## config.mk

```make
export PLATFORM = sky130hd
export DESIGN_NAME = uart_bitorder
export DESIGN_NICKNAME = d
export VERILOG_FILES = /design/src/rtl/uart_bitorder.sv
export SDC_FILE = /design/constraint.sdc
export NUM_CORES = 1
export LEC_CHECK = 0
export BUFFER_PORTS_ARGS = -buffer_cell sky130_fd_sc_hd__buf_2
export CAP_MARGIN = 0
export CORE_MARGIN = 2
export CORE_UTILIZATION = 60
export DETAILED_ROUTE_END_ITERATION = 10
export GPL_ROUTABILITY_DRIVEN = 0
export PLACE_DENSITY_LB_ADDON = 0.05
export SLEW_MARGIN = 20
export SYNTH_ARGS = -nofsm -noshare
export SYNTH_HDL_FRONTEND = slang
export SYNTH_SLANG_ARGS = --single-unit
```

## constraint.sdc

```tcl
create_clock -name clk -period 5.1 [get_ports clk]
set_input_delay 0.51 -clock clk [delete_from_list [all_inputs] [get_ports clk]]
set_output_delay 0.51 -clock clk [all_outputs]
set_load 0.005 [all_outputs]
```

## src/rtl/uart_bitorder.sv

```systemverilog
module uart_bitorder #(
  parameter int DW = 8,
  parameter int CW = 4
) (
  input  logic          clk,
  input  logic          rst_n,
  input  logic          tick,
  input  logic [DW-1:0] tx_data,
  input  logic          tx_start,
  input  logic          rxd,
  input  logic          tx_msb_first,
  input  logic          rx_msb_first,
  input  logic [1:0]    ratio_sel,
  input  logic          rx_take,
  output logic          txd,
  output logic          tx_busy,
  output logic [DW-1:0] rx_data,
  output logic          rx_valid,
  output logic          rx_frame_err,
  output logic          rx_overrun
);
  localparam int NB = DW + 2;
  localparam int BW = $clog2(NB + 1);
  localparam logic [BW-1:0] STOP_IDX = BW'(NB - 1);
  localparam logic [BW-1:0] LAST_DATA = BW'(DW);

  function automatic logic [CW-1:0] bit_last(input logic [1:0] s);
    case (s)
      2'b00:   return CW'(3);
      2'b01:   return CW'(7);
      default: return CW'(15);
    endcase
  endfunction

  function automatic logic [DW-1:0] flip(input logic [DW-1:0] d);
    for (int i = 0; i < DW; i++) flip[i] = d[DW-1-i];
  endfunction

  // transmitter
  logic [DW:0]   tx_sh;
  logic [CW-1:0] tx_cnt, tx_last;
  logic [BW-1:0] tx_idx;

  always_ff @(posedge clk) begin
    if (!rst_n) begin
      tx_busy <= 1'b0;
      txd     <= 1'b1;
      tx_sh   <= '1;
      tx_cnt  <= '0;
      tx_last <= CW'(15);
      tx_idx  <= '0;
    end else if (!tx_busy) begin
      if (tx_start) begin
        tx_busy <= 1'b1;
        txd     <= 1'b0;
        tx_sh   <= {1'b1, tx_msb_first ? flip(tx_data) : tx_data};
        tx_cnt  <= '0;
        tx_idx  <= '0;
        tx_last <= bit_last(ratio_sel);
      end
    end else if (tick) begin
      if (tx_cnt == tx_last) begin
        tx_cnt <= '0;
        if (tx_idx == STOP_IDX) begin
          tx_busy <= 1'b0;
          txd     <= 1'b1;
        end else begin
          txd    <= tx_sh[0];
          tx_sh  <= {1'b1, tx_sh[DW:1]};
          tx_idx <= tx_idx + 1'b1;
        end
      end else begin
        tx_cnt <= tx_cnt + 1'b1;
      end
    end
  end

  // receiver
  typedef enum logic [1:0] {RX_IDLE, RX_START, RX_DATA, RX_BREAK} rx_st_t;
  rx_st_t        rx_st;
  logic          rx_m, rx_s, rx_msb, rx_full;
  logic [CW-1:0] rx_cnt, rx_last;
  logic [BW-1:0] rx_idx;
  logic [DW-1:0] rx_sh;

  always_ff @(posedge clk) begin
    if (!rst_n) begin
      rx_m <= 1'b1;
      rx_s <= 1'b1;
    end else begin
      rx_m <= rxd;
      rx_s <= rx_m;
    end
  end

  always_ff @(posedge clk) begin
    if (!rst_n) begin
      rx_st        <= RX_IDLE;
      rx_cnt       <= '0;
      rx_last      <= CW'(15);
      rx_idx       <= '0;
      rx_sh        <= '0;
      rx_msb       <= 1'b0;
      rx_full      <= 1'b0;
      rx_data      <= '0;
      rx_valid     <= 1'b0;
      rx_frame_err <= 1'b0;
      rx_overrun   <= 1'b0;
    end else begin
      rx_valid     <= 1'b0;
      rx_frame_err <= 1'b0;
      rx_overrun   <= 1'b0;
      if (rx_take) rx_full <= 1'b0;
      case (rx_st)
        RX_IDLE:
          if (tick && !rx_s) begin
            rx_st   <= RX_START;
            rx_cnt  <= '0;
            rx_last <= bit_last(ratio_sel);
            rx_msb  <= rx_msb_first;
          end
        RX_START:
          if (tick) begin
            if (rx_cnt == (rx_last >> 1)) begin
              rx_cnt <= '0;
              rx_idx <= '0;
              rx_st  <= rx_s ? RX_IDLE : RX_DATA;
            end else begin
              rx_cnt <= rx_cnt + 1'b1;
            end
          end
        RX_DATA:
          if (tick) begin
            if (rx_cnt == rx_last) begin
              rx_cnt <= '0;
              if (rx_idx == LAST_DATA) begin
                if (!rx_s) begin
                  rx_frame_err <= 1'b1;
                  rx_st        <= RX_BREAK;
                end else begin
                  rx_st <= RX_IDLE;
                  if (rx_full && !rx_take) begin
                    rx_overrun <= 1'b1;
                  end else begin
                    rx_data  <= rx_sh;
                    rx_valid <= 1'b1;
                    rx_full  <= 1'b1;
                  end
                end
              end else begin
                rx_sh  <= rx_msb ? {rx_sh[DW-2:0], rx_s} : {rx_s, rx_sh[DW-1:1]};
                rx_idx <= rx_idx + 1'b1;
              end
            end else begin
              rx_cnt <= rx_cnt + 1'b1;
            end
          end
        default:
          if (rx_s) rx_st <= RX_IDLE;
      endcase
    end
  end
endmodule

```

==> results of run 1 <==
power by group:
| group | switching (uW) | internal [uW] |
|---|---|---|
| clock | 125 | 91.9 |
| combinational | 92.1 | 64.0 |
| sequential | 14.6 | 443 |
| total | 232 | 599 |
routing by layer:
| metal | GRT usage (%) | routed length [um] |
|---|---|---|
| met5 | 0 | 0 |
| met4 | 6.58 | 61 |
| met1 | 30.0 | 2740 |
| met2 | 36.5 | 2710 |
| met3 | 4.14 | 114 |
worst paths after layout:
check / end / cells past startpoint
max: tx_idx[3]$_SDFFE_PN0P_ / 4
min: rx_overrun$_SDFF_PN0_ / 2
max reg2reg: tx_idx[3]$_SDFFE_PN0P_ / 4
min reg2reg: rx_s$_SDFF_PN1_ / 1
final cells by class:
| type | count | area, um^2 | share of cell area (%) |
|---|---|---|---|
| Sequential cell | 55 | 1100 | 36.1 |
| Timing Repair Buffer | 31 | 158 | 5.17 |
| Clock buffer | 6 | 72.6 | 2.38 |
| Multi-Input combinational cell | 234 | 1610 | 52.7 |
| Inverter | 12 | 45.0 | 1.48 |
| Tap cell | 54 | 67.6 | 2.21 |
metrics by stage:
stage | total power [uW] | cell area [um^2] | instances | utilization (%)
3_5_place_dp | 622 | 2970 | 386 | 64.1
5_1_grt | 875 | 3050 | 392 | 65.9
2_1_floorplan | 594 | 2840 | 325 | -
6_report | 831 | 3050 | 392 | 65.9
4_1_cts | 839 | 3040 | 392 | 65.7
3_3_place_gp | 620 | 2970 | 386 | 64.1
flip-flops by register name, indices dropped and copies added (netlist names), 4 cells and up:
signal   cells
rx_cnt       4
rx_data      8
rx_idx       4
rx_sh        8
tx_cnt       4
tx_idx       4
tx_sh        8
placed cells by master, fill, tap and decap left out, drive strengths merged, types with 10 or more instances in the layout:
cell    count
nand2      35
a211oi     10
nand3      10
dfxtp      55
ha         10
a21oi      26
o211ai     22
inv        12
nor2       16
buf        31
mux2i      31
cells by family after synthesis:
| logic type | after synthesis | share of synthesized area [%] |
|---|---|---|
| DFF | 55 | 38.8 |
| AOI/OAI and AO/OA | 83 | 19.8 |
| xor gates and xnor gates | 6 | 1.85 |
| adders and majority gates | 10 | 4.41 |
| and+or+nand+nor | 104 | 19.1 |
| muxes | 31 | 10.9 |
| buffers and inverters | 36 | 5.07 |
==> flow_summary.yaml, run 1 <==
die:
  die_h_um: 72.8
  core_area_um2: 4630
  row_count: 25
  die_x_um: 72.8
  dieArea_um2: 5290
  ios: 31
  start_util_pct: 61.3
logic_synthesis:
  async_flop_share_pct: 0
  ys_seq_elements: 55
  yosysTopAreaCell: "dfxtp_1"
  yosysUniqueCellTypes: 44
  ys_warn_count: 0
  synth.top_cells.by_area: "dfxtp_1 39%, mux2i_1 11%, o211ai_1 5.8%"
  ys.flop_type: "dfxtp_1"
  syn_area_um2: 2840
  synth_edf_count: 0
  synth_top_area_share_pct: 38.8
  ys_top_cells_by_count: "55 x dfxtp_1, 35 x nand2_1, 31 x mux2i_1"
  ys_seq_area_share_pct: 38.8
  syn_nets: 353
  synth_cells: 325
  avgSynthCellArea_um2: 8.73
  synth.most_common_cell: "dfxtp_1"
global_routing:
  grt_first_pass_wirelength_mm: 9.44
  grt_pass1_vias: 2103
  grt_use_total_pct: 22.3
  grt_max_degree: 56
  overflow: 0
  antenna_found_initial: 0
pwr:
  vdd_drop_max_v: 0.000175
  power-per-cell-area_nw_per_um2: 272
  power_leakage_uw: 0.00112
cts:
  clock_sinks: 55
  clockBufferDepth: 2
  cts_tree: "done"
  post_cts_buffers: 0
  clock_latency_ps: 300
  hold_buffers: 0
  ctsResizeCount: 0
  clk_pin_slew_ps: 90
  htree_levels: 2
  root_buffer: "clkbuf_8"
  cts_made_buffers: 5
status:
  outcome: "completed"
worst_setup_path:
  crit_slowest_cell: "dfxtp_1"
  cp_max_fo: 22
  max_stage_delay_ps: 770
  cp_num_buf_inv: 0
  cp-start-kind: "flop"
  crit_path_end_kind: "flop"
  path_delay_family: "simple AND/OR/NAND/NOR gates"
  path_class: "flop to flop"
  ff2ff_setup_slack_ps: 2570
  cp.arrival_ps: 2730
  crit_required_ps: 5300
  critPathLaunch: "tx_busy$_SDFF_PN0_"
  crit_chain: "and2_1 -> nand4_1 -> o311a_1 -> o31a_1"
  r2r-start: "tx_busy$_SDFF_PN0_"
timing:
  holdWs_ps: 381
  final-hold-violation-count: 0
  slew_viol_final: 0
  rsz0062_at_grt: "no"
  slew-limit-headroom_pct: 37.7
  clock.fmax_ghz: 0.395
  finalCritPeriodShare_pct: 49.6
  fin_worst_skew_ps: 4.90
  fin_ws_ps: 2570
  timing.setup.tns_ps: 0
  worst_pin_slew_ps: 935
  period_minus_slack_ps: 2530
  finalSetupViolCount: 0
routing:
  drc_errors: 0
  dr.first_iter.drc_count: 129
  avgViaCountPerCell: 6.14
  drt-total-wl_mm: 5.63
  firstDrtPassIters: 4
  ant_nets: 0
  vias: 2408
  routedWlPerCell_um: 14.4
cells_and_area:
  n_antenna_cell: 0
  fill_cells: 423
  finalNetCount: 367
  synthToLayoutAreaGrowth_pct: 7.54
  drive_above_1_share_pct: 11.8
run:
  cap_violations: 0
place:
  port_buffers: 30
  post-place-ws_ps: 2340
  hpwlAfterDp_mm: 3.80
worst_hold_path:
  hp-class: "primary input to flop"
  hp-start: "rx_take"
(Power assumes the default switching activity.)
==> run 2, diff against run 1 <==
--- a/config.mk
+++ b/config.mk
@@ -8,7 +8,7 @@
 export BUFFER_PORTS_ARGS = -buffer_cell sky130_fd_sc_hd__buf_2
 export CAP_MARGIN = 0
 export CORE_MARGIN = 2
-export CORE_UTILIZATION = 60
+export CORE_UTILIZATION = 58
 export DETAILED_ROUTE_END_ITERATION = 10
 export GPL_ROUTABILITY_DRIVEN = 0
 export PLACE_DENSITY_LB_ADDON = 0.05
==> constraint.sdc (replaced) <==
create_clock -name clk -period 2.4 [get_ports clk]
set_input_delay 0.24 -clock clk [delete_from_list [all_inputs] [get_ports clk]]
set_output_delay 0.24 -clock clk [all_outputs]
set_load 0.005 [all_outputs]
==> run 2 against run 1 <==
Sequential share of layout area is 1.4 points lower. Cell count increased by 6.4%. Combinational power grew 120%. Sequential cell count unchanged. Via count grew 2.2%. First-iteration DRC count is 58% higher. Fmax is 17% higher. Die area is 3.3% higher. Critical path type unchanged. Largest power group unchanged. Highest routed layer unchanged.
==> flow_summary.yaml, run 2 (same netlist as run 1, synthesis figures left out) <==
pwr:
  power-per-cell-area_nw_per_um2: 604
  vdd_drop_max_v: 0.000345
  power_leakage_uw: 0.00119
  power_uw: 1920
timing:
  fin_worst_skew_ps: 7.01
  timing.setup.tns_ps: 0
  clock.fmax_ghz: 0.464
  period_minus_slack_ps: 2160
  rsz0062_at_grt: "no"
  slew_viol_final: 0
  slew-limit-headroom_pct: 63.6
  finalCritPeriodShare_pct: 89.8
  final-hold-violation-count: 0
  finalSetupViolCount: 0
  holdWs_ps: 102
  worst_pin_slew_ps: 546
cts:
  clock_sinks: 55
  cts_made_buffers: 5
  cts_tree: "done"
  htree_levels: 2
  clk_pin_slew_ps: 90
  post_cts_buffers: 0
  hold_buffers: 0
  clock_latency_ps: 310
  clockBufferDepth: 2
  root_buffer: "clkbuf_8"
  ctsResizeCount: 0
routing:
  dr.first_iter.drc_count: 204
  ant_nets: 0
  firstDrtPassIters: 4
  drc_errors: 0
  routedWlPerCell_um: 14.4
  vias: 2461
  avgViaCountPerCell: 5.90
  drt-total-wl_mm: 6.01
worst_setup_path:
  crit_path_end_kind: "flop"
  r2r_cells: 6
  cp-start-kind: "flop"
  crit_slowest_cell: "a21oi_1"
  cp.arrival_ps: 2400
  max_stage_delay_ps: 460
  ff2ff_setup_slack_ps: 240
  cp_max_fo: 12
  crit_chain: "inv_1 -> ha_1 -> or3_1 -> a21oi_1 -> o2111ai_1 -> a21oi_1"
  r2r_end: "rx_cnt[0]$_SDFFE_PN0P_"
  critPathMostFrequentCell: "a21oi_1"
  crit_required_ps: 2640
  r2r-start: "rx_st[0]$_SDFFE_PN0P_"
  path_class: "flop to flop"
global_routing:
  grt_max_degree: 49
  grt_pass1_vias: 2277
  grt_use_total_pct: 24.4
  antenna_found_initial: 0
  grt_first_pass_wirelength_mm: 10.6
  overflow: 0
die:
  die_h_um: 73.9
  start_util_pct: 60.1
  die_x_um: 73.9
  row_count: 25
  ios: 31
  core_area_um2: 4720
  dieArea_um2: 5470
cells_and_area:
  n_antenna_cell: 0
  final_common_cell: "dfxtp_1"
  top_regs: "rx_data (8), rx_sh (8), tx_sh (8)"
  finalNetCount: 378
  synthToLayoutAreaGrowth_pct: 11.9
  mostFrequentLayoutCells: "55 x dfxtp_1, 35 x nand2_1, 31 x mux2i_1"
  drive_above_1_share_pct: 15.1
  final_core_util_pct: 67.2
place:
  hpwlAfterDp_mm: 4.16
  port_buffers: 30
status:
  outcome: "completed"
worst_hold_path:
  whs_path_depth: 2
  worstHoldEndpoint: "rx_m$_SDFF_PN1_"
  hp-class: "primary input to flop"
  hp-start: "rxd"
run:
  cap_violations: 0
-- run 2: cell count changes in the layout (fill, tap and decap cells not counted) --
cell	change
clkbuf_1	-1
nor4b_2	+1
buf_4	+11
nor4b_4	-1
clkinvlp_4	+1
bufinv_16	+1
-- run 2: where the power goes --
| group | internal, uW | leakage (uW) | switching [uW] | total (uW) |
|---|---|---|---|---|
| Combinational | 143 | 0.000690 | 206 | 349 |
| Clock | 305 | 0.0000502 | 297 | 602 |
| Sequential | 942 | 0.000447 | 24.5 | 967 |
| Total | 1390 | 0.00119 | 527 | 1920 |
-- run 2: worst max-delay path by stage --
stage	start	to	slack, ps
finish	rx_st[0]$_SDFFE_PN0P_	rx_cnt[0]$_SDFFE_PN0P_	240
global route	rx_st[0]$_SDFFE_PN0P_	rx_cnt[0]$_SDFFE_PN0P_	70
CTS	rx_st[0]$_SDFFE_PN0P_	rx_cnt[0]$_SDFFE_PN0P_	270
detailed placement	rx_st[0]$_SDFFE_PN0P_	rx_cnt[0]$_SDFFE_PN0P_	310
global placement	rx_st[0]$_SDFFE_PN0P_	rx_cnt[1]$_SDFFE_PN0P_	420
floorplan	rx_st[0]$_SDFFE_PN0P_	rx_st[0]$_SDFFE_PN0P_	570
-- run 2: layout make-up --
cell class / count / area (um^2)
well taps: 67 / 83.8
repair buffers: 42 / 240
fillers: 413 / 1550
clock buffers: 5 / 68.8
flip-flops and latches: 55 / 1100
clock inverters: 2 / 37.5
inverters: 12 / 45.0
multi-input cells: 234 / 1600
-- run 2: per-layer routing --
layer,track usage [%],routed length [um],vias to the layer above
met4,6.67,68,0
met1,34.0,2850,1157
met3,4.47,250,8
li1,-,-,1239
met5,0,0,-
met2,38.9,2850,57
-- run 2: per-stage QoR --
stage	std cells	cell area (um^2)	setup WS [ps]
CTS	417	3170	270
detailed placement	410	3070	311
global placement	410	3070	418
finish	417	3170	244
floorplan	325	2840	572
global route	417	3170	68.4
-- run 2: worst max-delay path, delay by kind of cell (launching register included) --
kind / cells / cell delay (ps)
compound gates: 3 / 860
flops: 1 / 390
simple gates: 1 / 430
fa+ha+maj: 1 / 340
buf+inv: 1 / 80
